<file path="src/rtl/useq_pkg.sv">
package useq_pkg;
    localparam int ADDR_W = 6;
    localparam int CTRL_W = 16;
    localparam int SEL_W  = 3;
    localparam int OPC_W  = 3;
    localparam int DEPTH  = 1 << ADDR_W;

    // condition selector codes
    localparam logic [SEL_W-1:0] SEL_NEVER = 3'd0;
    localparam logic [SEL_W-1:0] SEL_ZERO  = 3'd1;
    localparam logic [SEL_W-1:0] SEL_CARRY = 3'd2;
    localparam logic [SEL_W-1:0] SEL_IRQ   = 3'd3;
    localparam logic [SEL_W-1:0] SEL_INDIR = 3'd4;
    localparam logic [SEL_W-1:0] SEL_DISP  = 3'd7;

    // control bit positions
    localparam int CB_MAR_PC  = 0;
    localparam int CB_MEM_RD  = 1;
    localparam int CB_PC_INC  = 2;
    localparam int CB_IR_LD   = 3;
    localparam int CB_MAR_IRA = 4;
    localparam int CB_IRA_MBR = 5;
    localparam int CB_ACC_ADD = 6;
    localparam int CB_PC_IRA  = 7;
    localparam int CB_MBR_PC  = 8;
    localparam int CB_MAR_SV  = 9;
    localparam int CB_PC_VEC  = 10;
    localparam int CB_MEM_WR  = 11;

    // microroutine entry points
    localparam int UA_FETCH  = 0;
    localparam int UA_IND    = 3;
    localparam int UA_DISP   = 6;
    localparam int UA_INTR   = 8;
    localparam int UA_EXEC   = 16;
    localparam int UA_ADD2   = 24;
    localparam int UA_IRQCHK = 26;
    localparam int UA_JUMP   = 27;

    typedef logic [ADDR_W-1:0] uaddr_t;
    typedef logic [CTRL_W-1:0] ctrl_t;

    typedef struct packed {
        ctrl_t              ctrl;
        logic [SEL_W-1:0]   sel;
        uaddr_t             alt_a;   // address 1
        uaddr_t             alt_b;   // address 2
    } uword_t;

    typedef struct packed {
        logic zero;
        logic carry;
        logic irq;
        logic indir;
    } status_t;

    function automatic ctrl_t cbit(input int n);
        ctrl_t v;
        v = '0;
        v[n] = 1'b1;
        return v;
    endfunction

    function automatic uword_t mkw(input ctrl_t c, input logic [SEL_W-1:0] s,
                                   input int a1, input int a2);
        uword_t w;
        w.ctrl  = c;
        w.sel   = s;
        w.alt_a = uaddr_t'(a1);
        w.alt_b = uaddr_t'(a2);
        return w;
    endfunction

    // constant microprogram
    function automatic uword_t store_word(input int a);
        case (a)
            0:  return mkw(cbit(CB_MAR_PC), SEL_NEVER, 1, 0);
            1:  return mkw(cbit(CB_MEM_RD) | cbit(CB_PC_INC), SEL_NEVER, 2, 0);
            2:  return mkw(cbit(CB_IR_LD), SEL_INDIR, UA_DISP, UA_IND);
            3:  return mkw(cbit(CB_MAR_IRA), SEL_NEVER, 4, 0);
            4:  return mkw(cbit(CB_MEM_RD), SEL_NEVER, 5, 0);
            5:  return mkw(cbit(CB_IRA_MBR), SEL_NEVER, UA_DISP, 0);
            6:  return mkw('0, SEL_DISP, 0, UA_EXEC);
            8:  return mkw(cbit(CB_MBR_PC), SEL_NEVER, 9, 0);
            9:  return mkw(cbit(CB_MAR_SV) | cbit(CB_PC_VEC), SEL_NEVER, 10, 0);
            10: return mkw(cbit(CB_MEM_WR), SEL_NEVER, UA_FETCH, 0);
            16: return mkw(cbit(CB_MAR_IRA), SEL_NEVER, UA_ADD2, 0);
            17: return mkw('0, SEL_ZERO, UA_IRQCHK, UA_JUMP);
            18: return mkw('0, SEL_CARRY, UA_IRQCHK, UA_JUMP);
            24: return mkw(cbit(CB_MEM_RD), SEL_NEVER, 25, 0);
            25: return mkw(cbit(CB_ACC_ADD), SEL_IRQ, UA_FETCH, UA_INTR);
            26: return mkw('0, SEL_IRQ, UA_FETCH, UA_INTR);
            27: return mkw(cbit(CB_PC_IRA), SEL_NEVER, UA_IRQCHK, 0);
            default: return mkw('0, SEL_NEVER, UA_FETCH, UA_FETCH);
        endcase
    endfunction
endpackage

</file>
<file path="src/rtl/useq_store.sv">
module useq_store
    import useq_pkg::*;
(
    input  uaddr_t addr,
    output uword_t word
);
    uword_t rom [DEPTH];

    for (genvar i = 0; i < DEPTH; i++) begin : g_word
        assign rom[i] = store_word(i);
    end

    assign word = rom[addr];
endmodule

</file>
<file path="src/rtl/useq_cond.sv">
module useq_cond
    import useq_pkg::*;
(
    input  logic [SEL_W-1:0] sel,
    input  status_t          st,
    output logic             take
);
    always_comb begin
        case (sel)
            SEL_ZERO:  take = st.zero;
            SEL_CARRY: take = st.carry;
            SEL_IRQ:   take = st.irq;
            SEL_INDIR: take = st.indir;
            SEL_DISP:  take = 1'b1;
            default:   take = 1'b0;
        endcase
    end
endmodule

</file>
<file path="src/rtl/useq_next.sv">
module useq_next
    import useq_pkg::*;
(
    input  uword_t             word,
    input  logic               take,
    input  logic [OPC_W-1:0]   opcode,
    output uaddr_t             nxt
);
    uaddr_t disp_addr;

    assign disp_addr = {word.alt_b[ADDR_W-1:OPC_W], opcode};

    always_comb begin
        if (!take)
            nxt = word.alt_a;
        else if (word.sel == SEL_DISP)
            nxt = disp_addr;
        else
            nxt = word.alt_b;
    end
endmodule

</file>
<file path="src/rtl/useq_top.sv">
module useq_top
    import useq_pkg::*;
(
    input  logic                clk,
    input  logic                rst,
    input  logic                zero_flag,
    input  logic                carry_flag,
    input  logic                irq_pending,
    input  logic                ir_indirect,
    input  logic [OPC_W-1:0]    ir_opcode,
    output logic [ADDR_W-1:0]   upc,
    output logic [CTRL_W-1:0]   ctrl
);
    uaddr_t  upc_q;
    uaddr_t  upc_d;
    uword_t  cur;
    status_t st;
    logic    take;

    assign st = '{zero: zero_flag, carry: carry_flag, irq: irq_pending, indir: ir_indirect};

    useq_store u_store (.addr(upc_q), .word(cur));
    useq_cond  u_cond  (.sel(cur.sel), .st(st), .take(take));
    useq_next  u_next  (.word(cur), .take(take), .opcode(ir_opcode), .nxt(upc_d));

    always_ff @(posedge clk) begin
        if (rst)
            upc_q <= '0;
        else
            upc_q <= upc_d;
    end

    assign upc  = upc_q;
    assign ctrl = cur.ctrl;
endmodule

</file>
<file path="config.mk">
export PLATFORM = sky130hd
export DESIGN_NAME = useq_top
export DESIGN_NICKNAME = d
export VERILOG_FILES = /design/src/rtl/useq_pkg.sv /design/src/rtl/useq_store.sv /design/src/rtl/useq_cond.sv /design/src/rtl/useq_next.sv /design/src/rtl/useq_top.sv
export SDC_FILE = /design/constraint.sdc
export NUM_CORES = 1
export LEC_CHECK = 0
export ABC_AREA = 1
export ABC_CLOCK_PERIOD_IN_PS = 2100
export CAP_MARGIN = 0
export CORE_UTILIZATION = 35
export CTS_BUF_LIST = sky130_fd_sc_hd__clkbuf_16
export DETAILED_ROUTE_END_ITERATION = 7
export DONT_BUFFER_PORTS = 1
export SLEW_MARGIN = 20
export SYNTH_ARGS = -nofsm -noshare
export SYNTH_HDL_FRONTEND = slang
export SYNTH_HIERARCHICAL = 1
export SYNTH_SLANG_ARGS = --single-unit
</file>
<file path="constraint.sdc">
create_clock -name clk -period 2.1 [get_ports clk]
set_clock_uncertainty 0.1 [all_clocks]
set_input_delay 0.105 -clock clk [delete_from_list [all_inputs] [get_ports clk]]
set_output_delay 0.105 -clock clk [all_outputs]
set_load 0.1 [all_outputs]
</file>
### Yosys cells after proc, flatten, opt, wreduce, memory -nomap -nowiden

Memories as Yosys holds them, arrays and structs flattened.
Cells that the tools add are included.

* flip-flop bits (word level): 6
* latch bits: 0
* memory bits (writable): 0
* ROM bits: 1984
* bits of input ports: 9
* output and inout port bits: 22
* memories kept: 1

Memory list
* (no name shown): depth 64, bits a word 31, rd ports 1, clocked after memory_dff 0, write ports 0, RTL line useq_store.sv:13 `assign word = rom[addr];`

* add/sub/neg operators: 0
* multipliers: 0
* divide/modulo/power cells: 0
* magnitude comparators: 1
* equality and inequality tests: 5
* shifts and indexed selects: 0
* mux-type cells: 5
* bitwise gates (word level): 1
* reduce and logical (&&, ||, !) cells: 0

Operators with widths (number)
* 2-to-1 mux 31 bit: 2
* >= comparator 7 bit (second input constant): 1
* inverter 6 -> 7 bit: 1
* == test 3 x 2 -> 1 bit (second input constant): 2
* == test 3 bit (second input constant): 2
* 2-to-1 mux 6 bit: 1
* case mux 1 bit (5 select lines): 1
* == test 3 x 1 -> 1 bit (second input constant): 1
* 2-to-1 mux 3 bit: 1

### Longest topological paths before layout

Gate-level depths: netlist (run 1).

* depth in word-level cells: 7
* gate-level depth with buffers: 18
* mapped depth without buffers: 18

### Hierarchy

The synthesis (run 1) kept the hierarchy.

By module, submodules not included
* useq_store: times used 1, cells an instance 94, area an instance 525.5 µm², sequential area each 0.0 µm²
* useq_top: times used 1, cells an instance 18, area an instance 165.2 µm², sequential area each 120.1 µm²
* useq_next: times used 1, cells an instance 32, area an instance 137.6 µm², sequential area each 0.0 µm²
* useq_cond: times used 1, cells an instance 12, area an instance 52.6 µm², sequential area each 0.0 µm²

### Least setup slack after synthesis (run 1)

No wires, ideal clock.

* path type: register to output
* from: reg upc_q[3], in the netlist upc[3]
* to: out ctrl[10]
* data arrival time: 4.024 ns
* slack: -2.129 ns
* stages on the path, launching flop included: 5
* path buffers: 2
* cells stage by stage: dfxtp_1 buf_4 nand3_2 nor3_1 buf_4

* cells in the longest elaborated chain, start to end: 4

Ends and longest elaborated chain
* from (decl): RTL line useq_top.sv:14 `uaddr_t upc_q;`
* from (signal assigned): RTL line useq_top.sv:30 `upc_q <= upc_d;`
* inverter 6 -> 7 bit (implied by the code): RTL line useq_store.sv:13
* memory (64 x 31 bit)
* 2-to-1 mux 31 bit (implied by the code) (2 in series): RTL line useq_store.sv:13
* to (decl): RTL line useq_top.sv:12 `output logic [CTRL_W-1:0] ctrl`

Every way passes these cells. The select of a mux whose other input is x is not followed.

==> key figures, run 1 <==
Outcome
  – Run status: completed

Layout
  – Layout Utilization: 55.61%
  – Reg area: 135.1 um^2
  – Multi-input gate area: 676.9 um^2
  – Area Growth Syn to Fin: 45.03%
  – Fillers: 229
  – Largest register FFs: 6
  – Share of post-route cells with drive strength above 1: 40.78%
  – Ant. Diodes: 0
  – Nets: 195

Clock tree
  – TritonCTS buffer count: 3
  – Worst-Skew Late Latency: 0.22 ns
  – # H-tree levels: 1
  – CTS tree: built
  – Clk sink count: 6
  – Maximum clock insertion buffer count: 2
  – CTS clock-pin slew for the worst setup and hold paths: 0.03 ns
  – Clk root buf: clkbuf_16

Routing
  – DR pass1 iterations: 4
  – Residual DRC: 0
  – Starting DRT DRC Count: 17
  – Post-detailed-routing wire length: 2.305 mm
  – Via density per instance: 4.841
  – Vias: 1002
  – Post-route ant nets: 0
  – Drt wl/cell: 11.14 um

Synth
  – Synth area leaders: nand2_1 (20%), dfxtp_1 (14%), inv_1 (11%)
  – Yosys warning total: 6
  – Ys async rst share: 0%
  – Area leader, netlist: nand2_1
  – Register area share after synthesis: 13.64%
  – Library cells used by synthesis: 22
  – Count leader, synth: nand2_1
  – Synth Cell Area: 880.8 um^2
  – Top cells by count, synth: nand2_1 (46), inv_1 (26), nor2_1 (17), nand3_1 (16), buf_4 (10)
  – Register bit total from synthesis: 6
  – Avg Cell Area, Syn: 5.646 um^2
  – Area share of the largest cell type after synthesis: 19.60%
  – Synth Flop Type: dfxtp_1
  – EDFF count, synth: 0
  – Post-Syn Instances: 156

Floorplanning
  – I/O Pins: 31
  – Initial core utilization: 38.34%
  – Die W: 52.17 um
  – Row count: 17
  – Die Height: 52.17 um
  – Die area: 0.002721 mm^2
  – CORE AREA: 0.002297 mm^2

Critical path
  – CP startpoint kind: flop
  – Critical path endpoint category: flop
  – Slowest stage cell, crit path: dfxtp_4
  – WP buf/inv: 6
  – Top delay family on crit path: simple AND/OR/NAND/NOR gates
  – Critical Path RT: 2.11 ns
  – Most frequent CP cell: nand2_1
  – Worst EP arrival: 1.98 ns
  – Crit path kind: reg2reg
  – CP peak stage delay: 0.35 ns
  – CP Max Fanout: 7
  – CP cell instances: inv_2 > ha_1 > inv_2 > nor2_4 > nand3_1 > nand2_2 > nand2_1 > inv_2 > inv_1 > nand3_1 > nand2_1 > nand2_2 > nand2_4 > inv_4 > nand2_1 > nand2_1 > inv_1 > nor2_1

Pwr
  – Max rail drop VDD: 975.1 uV
  – Total Power: 1.675 mW
  – Leakage: 0.6573 nW
  – Pwr/cell area: 1311 mW/mm^2

STA
  – Final hold slack: 0.1323 ns
  – Final Hold Fails: 0
  – Part of the cycle the worst path needs: 93.76%
  – Final Max Slew Viols: 0
  – Fmax: 0.5079 GHz
  – Min Tclk post-route: 1.969 ns
  – Final setup viols: 0

Placement
  – Dpl hpwl: 1.796 mm
  – PortBufs: 0
  – GPL Wtd Cong: 0.8840

GRT
  – Initial antenna violation count: 0
  – Vias in the first global route: 872
  – Total track usage: 16.88%
  – Busiest metal layer after global routing: met2
  – Met2 Resource Use GR: 31.84%
  – Met3 Usage GRT: 2.632%
  – Overflow after GRT: 0
  – Global-route wire length before repair: 3.567 mm
  – Pin count of the biggest net entering global routing: 13
  – M1 GR Usage: 20.07%

Min path
  – Worst hold-check path type: in2reg

Flow run
  – Max-Cap Viols: 0
-- area by class of cell --
cell class | instances | share of cell area (%)
well taps | 28 | 2.742
repair buffers | 24 | 17.83
multi-input cells | 114 | 52.99
inverters | 31 | 9.696
clock inverters | 1 | 0.2938
flip-flops and latches | 6 | 10.58
clock buffers | 3 | 5.877
-- kinds of logic after synthesis --
kind of cell | count (synthesis) | synth area share (%)
simple gates | 95 | 49.01
buf+inv | 42 | 23.58
compound gates | 6 | 4.829
fa+ha+maj | 6 | 8.523
flops | 6 | 13.64
other cells | 1 | 0.4257
-- report_power, final --
part / switching (mW) / leakage, nW / total [mW] / internal [mW]
combinational: 0.856 / 0.563 / 1.18 / 0.325
sequential: 0.0463 / 0.0524 / 0.192 / 0.146
clock: 0.0558 / 0.0423 / 0.302 / 0.246
-- path summary, 6_finish.rpt --
path / slack, ns / start / endpoint / cells after the start
min reg2reg: 0.68 / upc[4]$_SDFF_PP0_ / upc[3]$_SDFF_PP0_ / 6
max reg2reg: 0.13 / upc[0]$_SDFF_PP0_ / upc[0]$_SDFF_PP0_ / 18
min: 0.13 / ir_opcode[2] / upc[2]$_SDFF_PP0_ / 6
max: 0.13 / upc[0]$_SDFF_PP0_ / upc[0]$_SDFF_PP0_ / 18
-- stage by stage --
| step | instances | setup WS [ns] | area (um^2) | setup TNS [ns] |
|---|---|---|---|---|
| after global placement | 200 | 0.06482 | 1144 | 0 |
| after detailed placement | 200 | 0.0005340 | 1144 | 0 |
| final | 207 | 0.1310 | 1277 | 0 |
| after global routing | 207 | -0.01669 | 1277 | -0.05173 |
| after floorplan | 162 | -0.2110 | 989.7 | -0.7627 |
| after CTS | 205 | 0.04341 | 1232 | 0 |
-- timing repair --
| item | 4_1_cts | 5_1_grt |
|---|---|---|
| setup buffers | 0 | 2 |
| setup endpoints to repair | 2 | 5 |
| gates resized for setup | 2 | 13 |
| pin swaps | 0 | 4 |
| hold endpoints to repair | 5 | 0 |
| hold buffers | 1 | 0 |
-- placed cells by master, fill, tap and decap left out, types with 4 or more instances in the layout --
master / count
nor2_2: 6
inv_1: 21
nand2_2: 7
ha_1: 4
conb_1: 7
buf_4: 20
nor2_1: 10
nand3_1: 16
nand3_2: 4
inv_2: 9
nand2_1: 40
-- routing by layer --
metal | wire length (um) | vias up | share of wire, %
met5 | 0 | - | 0
met2 | 1171 | 31 | 51
li1 | - | 513 | -
met4 | 22 | 0 | 0.95
met3 | 111 | 2 | 4.8
met1 | 999 | 456 | 43
-- worst reg2reg max path: cells and delay by family, from the launching register on --
family,cells,cell delay [ns]
adder cells (fa/ha/maj),1,0.20
flip-flops,1,0.35
AND/OR/NAND/NOR,11,0.81
buffers and inverters,6,0.41
(Power assumes the default switching activity.)
==> run 2, diff against run 1 <==
--- a/config.mk
+++ b/config.mk
@@ -5,13 +5,13 @@
 export SDC_FILE = /design/constraint.sdc
 export NUM_CORES = 1
 export LEC_CHECK = 0
-export ABC_AREA = 1
 export ABC_CLOCK_PERIOD_IN_PS = 2100
 export CAP_MARGIN = 0
 export CORE_UTILIZATION = 35
 export CTS_BUF_LIST = sky130_fd_sc_hd__clkbuf_16
 export DETAILED_ROUTE_END_ITERATION = 7
 export DONT_BUFFER_PORTS = 1
+export PLACE_DENSITY = 0.52
 export SLEW_MARGIN = 20
 export SYNTH_ARGS = -nofsm -noshare
 export SYNTH_HDL_FRONTEND = slang
==> key figures, run 2 <==
Clock tree
  – Maximum clock insertion buffer count: 2 (unchanged)
  – Clk root buf: clkbuf_16 (unchanged)
  – Clk sink count: 6 (unchanged)
  – CTS clock-pin slew for the worst setup and hold paths: 0.04 ns (was 0.03 ns)
  – CTS tree: built (unchanged)
  – # H-tree levels: 1 (unchanged)
  – Worst-Skew Late Latency: 0.23 ns (was 0.22 ns)
  – TritonCTS buffer count: 3 (unchanged)

GRT
  – Initial antenna violation count: 0 (unchanged)
  – Vias in the first global route: 794 (was 872)
  – Global-route wire length before repair: 3.712 mm (was 3.567 mm)
  – Overflow after GRT: 0 (unchanged)
  – Pin count of the biggest net entering global routing: 17 (was 13)
  – Total track usage: 19.33% (was 16.88%)

Routing
  – Metal3 WL: 117 um (was 111 um)
  – Met2 routed WL: 1.144 mm (was 1.171 mm)
  – Post-route ant nets: 0 (unchanged)
  – DR pass1 iterations: 4 (unchanged)
  – Vias: 832 (was 1002)
  – M1 WL: 881 um (was 999 um)
  – Residual DRC: 0 (unchanged)
  – Drt wl/cell: 13.36 um (was 11.14 um)
  – Via density per instance: 5.104 (was 4.841)
  – Starting DRT DRC Count: 11 (was 17)
  – DR top layer: met4 (unchanged)
  – Post-detailed-routing wire length: 2.177 mm (was 2.305 mm)

STA
  – RSZ-0062 raised after global routing: true
  – Final hold slack: -0.1679 ns (was 0.1323 ns)
  – Fmax: 0.4028 GHz (was 0.5079 GHz)
  – Final TNS setup: -1.823 ns (was 0 ns)
  – Final Hold Fails: 5 (was 0)
  – Min Tclk post-route: 2.483 ns (was 1.969 ns)
  – Final Max Slew Viols: 0 (unchanged)
  – Final setup viols: 5 (was 0)
  – Final WS setup: -0.3826 ns (was 0.1310 ns)
  – Part of the cycle the worst path needs: 118.2% (was 93.76%)

Synth
  – Post-synthesis mux area share: 12.78% (was 0%)
  – Main combinational cell family by area after synthesis: simple AND/OR/NAND/NOR gates (unchanged)
  – Compound-Gate Fraction of Synth Area: 11.89% (was 4.830%)
  – Synth Area in Adders: 8.915% (was 8.523%)
  – Synth Flop Type: dfxtp_1 (unchanged)
  – EDFF count, synth: 0 (unchanged)
  – Ys async rst share: 0% (unchanged)
  – Count leader, synth: nor2_1 (was nand2_1)
  – Synth area leaders: dfxtp_1 (14%), buf_4 (8.9%), ha_1 (8.9%) (was nand2_1 (20%), dfxtp_1 (14%), inv_1 (11%))
  – Avg Cell Area, Syn: 7.870 um^2 (was 5.646 um^2)
  – Area leader, netlist: dfxtp_1 (was nand2_1)
  – Post-Syn Instances: 107 (was 156)
  – Top cells by count, synth: nor2_1 (14), buf_4 (10), nor2b_1 (8), nand2_1 (7) (was nand2_1 (46), inv_1 (26), nor2_1 (17), nand3_1 (16), buf_4 (10))
  – Register bit total from synthesis: 6 (unchanged)
  – Register area share after synthesis: 14.26% (was 13.64%)
  – Post-Synth XOR/XNOR Area: 1.040% (was 0%)
  – Yosys warning total: 6 (unchanged)
  – Area share of the largest cell type after synthesis: 14.26% (was 19.60%)
  – Library cells used by synthesis: 36 (was 22)
  – Synth Cell Area: 842.1 um^2 (was 880.8 um^2)
  – Synth Area in Simple Gates: 34.32% (was 49.01%)

Placement
  – GPL Wtd Cong: 0.8171 (was 0.8840)
  – PortBufs: 0 (unchanged)
  – Placed cells: 156 (was 200)
  – Dpl hpwl: 1.700 mm (was 1.796 mm)

Min path
  – WHS Path Cells: 1 (was 6)
  – Worst hold-check path type: in2reg (unchanged)

Floorplanning
  – Die W: 51.05 um (was 52.17 um)
  – Die area: 0.002606 mm^2 (was 0.002721 mm^2)
  – CORE AREA: 0.002233 mm^2 (was 0.002297 mm^2)
  – I/O Pins: 31 (unchanged)
  – Die Height: 51.05 um (was 52.17 um)
  – Row count: 17 (unchanged)
  – Initial core utilization: 37.70% (was 38.34%)

Layout
  – Nets: 151 (was 195)
  – Area Growth Syn to Fin: 61.96% (was 45.03%)
  – Largest register FFs: 6 (unchanged)
  – Most frequent cells in the layout: buf_4 (25), nor2b_1 (7), nor2_1 (7), nand2_1 (7), conb_1 (7) (was nand2_1 (40), inv_1 (21), buf_4 (20))
  – Commonest non-fill, non-tap cell in the layout: buf_4 (was nand2_1)
  – Share of post-route cells with drive strength above 1: 55.56% (was 40.78%)
  – Fillers: 199 (was 229)
  – Fin cells: 163 (was 207)
  – Ant. Diodes: 0 (unchanged)

Critical path
  – Critical Path RT: 2.12 ns (was 2.11 ns)
  – R2R cell count: 9 (was 18)
  – Critical path endpoint category: flop (unchanged)
  – CP startpoint kind: flop (unchanged)
  – Worst EP arrival: 2.50 ns (was 1.98 ns)
  – CP Max Fanout: 5 (was 7)
  – Crit path kind: reg2reg (unchanged)

Pwr
  – Max rail drop VDD: 842.6 uV (was 975.1 uV)
  – Total Power: 1.769 mW (was 1.675 mW)
  – Leakage: 0.5755 nW (was 0.6573 nW)
  – Pwr/cell area: 1297 mW/mm^2 (was 1311 mW/mm^2)

Flow run
  – Max-Cap Viols: 0 (unchanged)

Outcome
  – Run status: complete, but fails checks (was completed)
  – Failing checks: hold timing, setup timing
==> run 2: cell types whose count changed after synthesis, sizes merged, moves of 5 or more <==
cell	delta
nor2	-5
a21oi	+5
nand2	-42
nor2b	+8
nand3	-15
mux2	+5
inv	-26
==> run 2: worst paths after layout <==
path	from	end	slack [ns]
max reg2reg	upc[1]$_SDFF_PP0_	upc[3]$_SDFF_PP0_	-0.38
min	rst	upc[0]$_SDFF_PP0_	-0.17
max	upc[1]$_SDFF_PP0_	upc[3]$_SDFF_PP0_	-0.38
min reg2reg	upc[4]$_SDFF_PP0_	upc[2]$_SDFF_PP0_	0.59
==> run 2: cells by family (layout without fill, tap and decap cells) <==
logic type                 after synthesis  count (layout)
muxes                                    9               9
other                                    1               7
DFF                                      6               6
buffers and inverters                   20              42
xor gates and xnor gates                 1               1
and+or+nand+nor                         50              50
adders and majority gates                6               6
AOI/OAI and AO/OA                       14              14
==> run 2: worst max-delay path, cell delays in order (launching register included) <==
cell and delay, ns:
dfxtp_4 0.36, inv_4 0.04, ha_4 0.23, mux2_4 0.27, a21oi_4 0.14, nor2_4 0.07
or4bb_1 0.51, nand4_1 0.19, mux2_4 0.33, nor2b_1 0.13
==> run 2: where the power goes <==
group	internal, mW	switching [mW]	leakage (nW)
Combinational	0.443	0.832	0.481
Clock	0.247	0.0691	0.0423
Sequential	0.148	0.0296	0.0525
==> run 2: routing by layer <==
layer,global-route usage (%),vias up
met3,3.274,5
met2,33.99,32
met4,8.796,0
li1,-,407
met5,0,-
met1,22.54,388
==> run 2: layout make-up <==
type / count / area [um^2] / area share [%]
Clock buffer: 3 / 75.07 / 5.505
Multi-Input combinational cell: 87 / 744.5 / 54.59
Clock inverter: 1 / 3.754 / 0.2752
Sequential cell: 6 / 135.1 / 9.908
Tap cell: 28 / 35.03 / 2.569
Inverter: 5 / 23.77 / 1.743
Timing Repair Buffer: 33 / 346.6 / 25.41
==> run 2: what timing repair did <==
action / in CTS / in global routing
pin swaps: 3 / 0
endpoints found under the hold margin: 5 / 5
endpoints found under the setup margin: 6 / 6
buffers inserted: 3 / 0
gates cloned: 0 / 0
gates resized for setup: 2 / 3
==> run 2: per-stage QoR <==
stage                     hold slack, ns  utilization (%)  cell area [um^2]  worst slack (ns)
after CTS                        -0.1725            60.34              1348           -0.3658
after global placement           0.07082            55.35              1236           -0.3138
after floorplan                  0.06693                -             987.2           -0.5574
after global routing             -0.1722            61.06              1364           -0.4722
after detailed placement         0.06975            55.35              1236           -0.3509
final                            -0.1679            61.06              1364           -0.3826
